## src/rtl/route_mode_sel.sv

```systemverilog
module route_mode_sel #(
  parameter int NPORT = 8,
  parameter int CW    = 4,
  parameter int TAW   = 4,
  parameter int HOPS  = 4,
  localparam int PW   = $clog2(NPORT),
  localparam int VW   = HOPS * PW
) (
  input  logic                clk,
  input  logic                rst_n,
  input  logic                in_valid,
  output logic                in_ready,
  input  logic [23:0]         in_data,
  input  logic                in_last,
  input  logic [NPORT-1:0]    cand_mask,
  input  logic [NPORT*CW-1:0] cred,
  input  logic                tbl_we,
  input  logic [TAW-1:0]      tbl_addr,
  input  logic [PW-1:0]       tbl_port,
  output logic                dec_valid,
  input  logic                dec_ready,
  output logic [PW-1:0]       dec_port,
  output logic                dec_vc,
  output logic [1:0]          dec_mode,
  output logic [VW-1:0]       dec_vec
);
  localparam logic [1:0] M_DET = 2'd0, M_HSH = 2'd1, M_ADP = 2'd2, M_SRC = 2'd3;
  localparam int NTBL = 2 ** TAW;

  typedef enum logic [1:0] {S_IDLE, S_HASH, S_ROUTE} st_t;
  st_t st;

  logic [PW-1:0]  tbl [NTBL];
  logic [TAW-1:0] dst_r;

  wire          f_src = in_data[21];
  wire          f_adp = in_data[20];
  wire          f_hsh = in_data[19];
  wire          f_vc  = in_data[18];
  wire [TAW-1:0] f_dst = in_data[12 +: TAW];
  wire [VW-1:0]  f_vec = in_data[VW-1:0];

  assign dec_valid = (st == S_ROUTE);
  assign in_ready  = dec_valid ? dec_ready : 1'b1;

  always_ff @(posedge clk or negedge rst_n) begin
    if (!rst_n) begin
      for (int i = 0; i < NTBL; i++) tbl[i] <= PW'(i);
    end else if (tbl_we) begin
      tbl[tbl_addr] <= tbl_port;
    end
  end

  logic [PW-1:0] adp_port;
  logic [CW-1:0] best;
  logic          found;
  always_comb begin
    adp_port = '0;
    best     = '0;
    found    = 1'b0;
    for (int i = 0; i < NPORT; i++) begin
      if (cand_mask[i] && (!found || cred[i*CW +: CW] > best)) begin
        found    = 1'b1;
        best     = cred[i*CW +: CW];
        adp_port = PW'(i);
      end
    end
  end

  always_ff @(posedge clk or negedge rst_n) begin
    if (!rst_n) begin
      st       <= S_IDLE;
      dst_r    <= '0;
      dec_port <= '0;
      dec_vc   <= 1'b0;
      dec_mode <= M_DET;
      dec_vec  <= '0;
    end else begin
      case (st)
        S_IDLE: if (in_valid) begin
          dec_vc  <= f_vc;
          dst_r   <= f_dst;
          dec_vec <= '0;
          if (f_src) begin
            dec_port <= f_vec[PW-1:0];
            dec_vec  <= f_vec >> PW;
            dec_mode <= M_SRC;
            st       <= S_ROUTE;
          end else if (f_adp) begin
            dec_port <= adp_port;
            dec_mode <= M_ADP;
            st       <= S_ROUTE;
          end else if (f_hsh) begin
            dec_mode <= M_HSH;
            st       <= S_HASH;
          end else begin
            dec_port <= tbl[f_dst];
            dec_mode <= M_DET;
            st       <= S_ROUTE;
          end
        end
        S_HASH: if (in_valid) begin
          dec_port <= tbl[dst_r] ^ in_data[PW-1:0];
          st       <= S_ROUTE;
        end
        S_ROUTE: if (in_valid && dec_ready && in_last) st <= S_IDLE;
        default: st <= S_IDLE;
      endcase
    end
  end

  AST_HOLD_ROUTE: assert property (@(posedge clk) disable iff (!rst_n)
    dec_valid && !(in_valid && dec_ready && in_last) |=>
      dec_valid && $stable(dec_port) && $stable(dec_vc) && $stable(dec_mode) && $stable(dec_vec));
  AST_TAIL_RELEASE: assert property (@(posedge clk) disable iff (!rst_n)
    dec_valid && in_valid && dec_ready && in_last |=> !dec_valid);
  AST_VEC_ZERO: assert property (@(posedge clk) disable iff (!rst_n)
    dec_valid && dec_mode != M_SRC |-> dec_vec == '0);
  AST_SRC_PORT: assert property (@(posedge clk) disable iff (!rst_n)
    $rose(dec_valid) && dec_mode == M_SRC |-> dec_port == $past(in_data[PW-1:0]));
  AST_ADP_IN_MASK: assert property (@(posedge clk) disable iff (!rst_n)
    $rose(dec_valid) && dec_mode == M_ADP && $past(cand_mask) != '0 |->
      (($past(cand_mask) >> dec_port) & NPORT'(1)) != '0);
endmodule

```

## config.mk

```make
export PLATFORM = sky130hd
export DESIGN_NAME = route_mode_sel
export DESIGN_NICKNAME = d
export VERILOG_FILES = /design/src/rtl/route_mode_sel.sv
export SDC_FILE = /design/constraint.sdc
export NUM_CORES = 1
export LEC_CHECK = 0
export BUFFER_PORTS_ARGS = -buffer_cell sky130_fd_sc_hd__buf_2
export CAP_MARGIN = 40
export CORE_AREA = 3 3 117 119
export DETAILED_ROUTE_END_ITERATION = 10
export DIE_AREA = 0 0 120 122
export PLACE_DENSITY_LB_ADDON = 0.25
export REMOVE_ABC_BUFFERS = 1
export SYNTH_ARGS = -nofsm -noshare
export SYNTH_HDL_FRONTEND = slang
export SYNTH_SLANG_ARGS = --single-unit
export TNS_END_PERCENT = 20
```

## constraint.sdc

```tcl
create_clock -name clk -period 4.5 [get_ports clk]
set_clock_uncertainty 0.05 [all_clocks]
set_input_delay 0.9 -clock clk [delete_from_list [all_inputs] [get_ports clk]]
set_output_delay 0.9 -clock clk [all_outputs]
set_load 0.1 [all_outputs]
```

==> metrics.cfg <==
[drt]
drtPass1Iterations=4
drc=0
wl_per_cell_um=17.8
vias=4504
wirelength_um=14900
drt_iter0_drc=228
viasPerCell=5.39
antenna_left=0

[worst_setup_path]
path_common_cell=buf_4
cp-start-kind=input pin
cp_data_arrival_time_ns=9.64
rrSetupSlack_ns=1.87
critPathMaxStageDelay_ns=0.33
crit_fanout=6
worstSetupPathType=input pin to register
critPathCaptureType=register
crit_slowest_cell=o311ai_4
required_ns=4.66

[die]
boundaryPins=97
fp.dieW_um=120
coreArea_um2=12700
dieArea_um2=14600
initial_utilization_pct=39.9
die_h_um=122
row_count=41

[global_route]
grt_usage_pct=19.9
grt_pass1_vias=4685
grt-ovfl-total=0
grt_max_degree=29
antenna_found_initial=0
grt_pass1_wl_um=23300

[sta]
hold_viol=0
drv_slew=0
setup_slack_ns=-4.98
setup_viol=3
rsz0062_at_grt=yes
tns_ns=-14.62
fin_crit_sh_pct=211
fmax_mhz=106
slew_headroom_pct=44.3
holdWs_ns=0.425
min_period_ns=9.48
worstMarginPinSlew_ns=0.835

[yosys]
yosys_most_used_dff=dfrtp_1
ys_types=63
avgSynthCellArea_um2=10.8
yosysTopAreaCell=dfrtp_1
synth_edf_count=0
synth_area_leaders=dfrtp_1 22%, mux2_2 13%, dfstp_2 12%, mux4_2 7.6%, ha_1 6.9%
ys_seq_area_share_pct=34.8
synth.cell_area_um2=5050
synth.top_cell.area_share_pct=22.3
ys_seq_elements=69
async_flop_share_pct=100
yosys_warnings=0
synth_cells=467

[layout]
num_antenna_cells=0
drive_above_1_share_pct=57.4
final_nets=764
finalCoreUtilization_pct=57.7
fill_cells=1054
syn_to_final_growth_pct=44.7
stdcell_count=836

[placed_design]
numPortBuffers=89
place_inst=790
gp_congestion=0.893
dpl.hpwl_um=10600

[status]
violations=setup timing
status=finished with violations

[cts]
clock-sinks=69
numCtsBuffers=9
cts_hold_buf=0
cts-root-buf=clkbuf_16
clk_pin_slew_worst_paths_ns=0.05
clk_latency_ns=0.34
cts_tree=built
clockBufferDepth=2
htree_levels=3

[job]
cap_viol_max_count=0

[pwr]
irDropWorstVdd_mv=0.234
power_mw=3.92
power.density_nw_per_um2=536
leakage_nw=3.26

[min_path]
hold_class=register to register

[worst paths after layout]
kind | from | to | depth (start not counted)
worst min register to register | dec_vec[0] | dec_vec[0] | 2
max in group asynchronous | rst_n | tbl[30] | 2
worst min-delay path | dec_vec[0] | dec_vec[0] | 2
worst max register to register | dst_r[0] | dec_port[2] | 6
worst max-delay path | cred[0] | dec_port[0] | 51
min in group asynchronous | rst_n | dec_vc | 1
[per-layer routing]
| metal | global-route usage (%) | up-vias | share of wire [%] |
|---|---|---|---|
| met5 | 0 | - | 0 |
| li1 | - | 2155 | - |
| met2 | 33.3 | 115 | 49 |
| met4 | 4.87 | 0 | 1.5 |
| met3 | 5.29 | 22 | 4.3 |
| met1 | 25.9 | 2212 | 45 |
[through the flow]
| stage | setup WS [ns] | instance area, um2 |
|---|---|---|
| finish | -4.98 | 7310 |
| global route | -5.43 | 7310 |
| detailed placement | -5.53 | 6220 |
| CTS | -4.60 | 6940 |
| floorplan | -5.21 | 4960 |
| global placement | -5.31 | 6200 |
[area by class of cell]
cell class                      instances  area [um2]  area share [%]
Multi-Input combinational cell        360        3660            50.1
Sequential cell                        69        1760            24.0
Timing Repair Buffer                  197        1320            18.0
Clock buffer                           15         268            3.66
Tap cell                              172         215            2.94
Inverter                               22        82.6            1.13
Clock inverter                          1        7.51           0.103
[synthesized netlist by cell type (all sizes together) (4+ instances only)]
cell and number:
a2111oi 4, a21oi 10, a221o 4, a221oi 6, a31oi 9, a41oi 4, buf 9, clkbuf 9
dfrtp 45, dfstp 24, ha 28, inv 22, mux2 57, mux2i 7, mux4 24, nand2 52
nand2b 9, nand3 10, nand3b 4, nor2 25, nor2b 8, nor3 9, o211ai 11, o21a 4
o21ai 24
[report_power, final]
part / total (mW) / leakage [nW] / switching (mW) / internal (mW)
combinational: 2.24 / 2.32 / 1.29 / 0.952
clock: 0.650 / 0.130 / 0.246 / 0.404
sequential: 1.03 / 0.808 / 0.182 / 0.849
[cells in the final DEF (no fill, tap or decap), types with 4 or more instances in the layout]
master     instances
a21oi_1            5
mux4_1             7
ha_1              16
mux4_2            17
nor3_1             8
dfrtp_1           45
nor2b_4            4
buf_6              8
clkbuf_16          9
mux2i_1            6
nand2_2            5
nand3_1           10
a31oi_2            4
buf_2             87
o211ai_1          11
nand3b_1           4
o21ai_0           14
o21ai_1            8
a221o_1            4
nand2b_1           9
mux2_2            54
ha_4              12
inv_1             21
dfstp_2           24
nand2_1           44
nor2_1            22
clkbuf_1           4
a221oi_2           4
buf_4            100
[logic make-up after synthesis]
kind of cell             after synthesis  share of synthesized area [%]
adder cells (fa/ha/maj)               28                           6.93
other                                  1                         0.0742
XOR/XNOR                               3                          0.520
multiplexers                          88                           25.3
AO/OA/AOI/OAI                         94                           14.1
flip-flops                            69                           34.8
buffers and inverters                 40                           3.69
AND/OR/NAND/NOR                      144                           14.6
[flip-flops by register name, indices dropped and copies added, names as in the netlist]
signal	flops
tbl	48
dec_port	3
dec_mode	2
dst_r	4
dec_vec	9
dec_vc	1
st	2
[critical path: cells and delay by family]
family,cells,cell delay (ns)
adders and majority gates,6,1.67
muxes,1,0.32
AOI/OAI and AO/OA,20,3.79
buffers and inverters,16,2.02
and+or+nand+nor,8,0.93
[what timing repair did]
action,4_1_cts,5_1_grt
setup endpoints to repair,3,3
gates resized for setup,63,47
cloned,0,0
setup buffers,20,11
hold endpoints to repair,0,0
pin swaps,31,48
(Power assumes the default switching activity.)
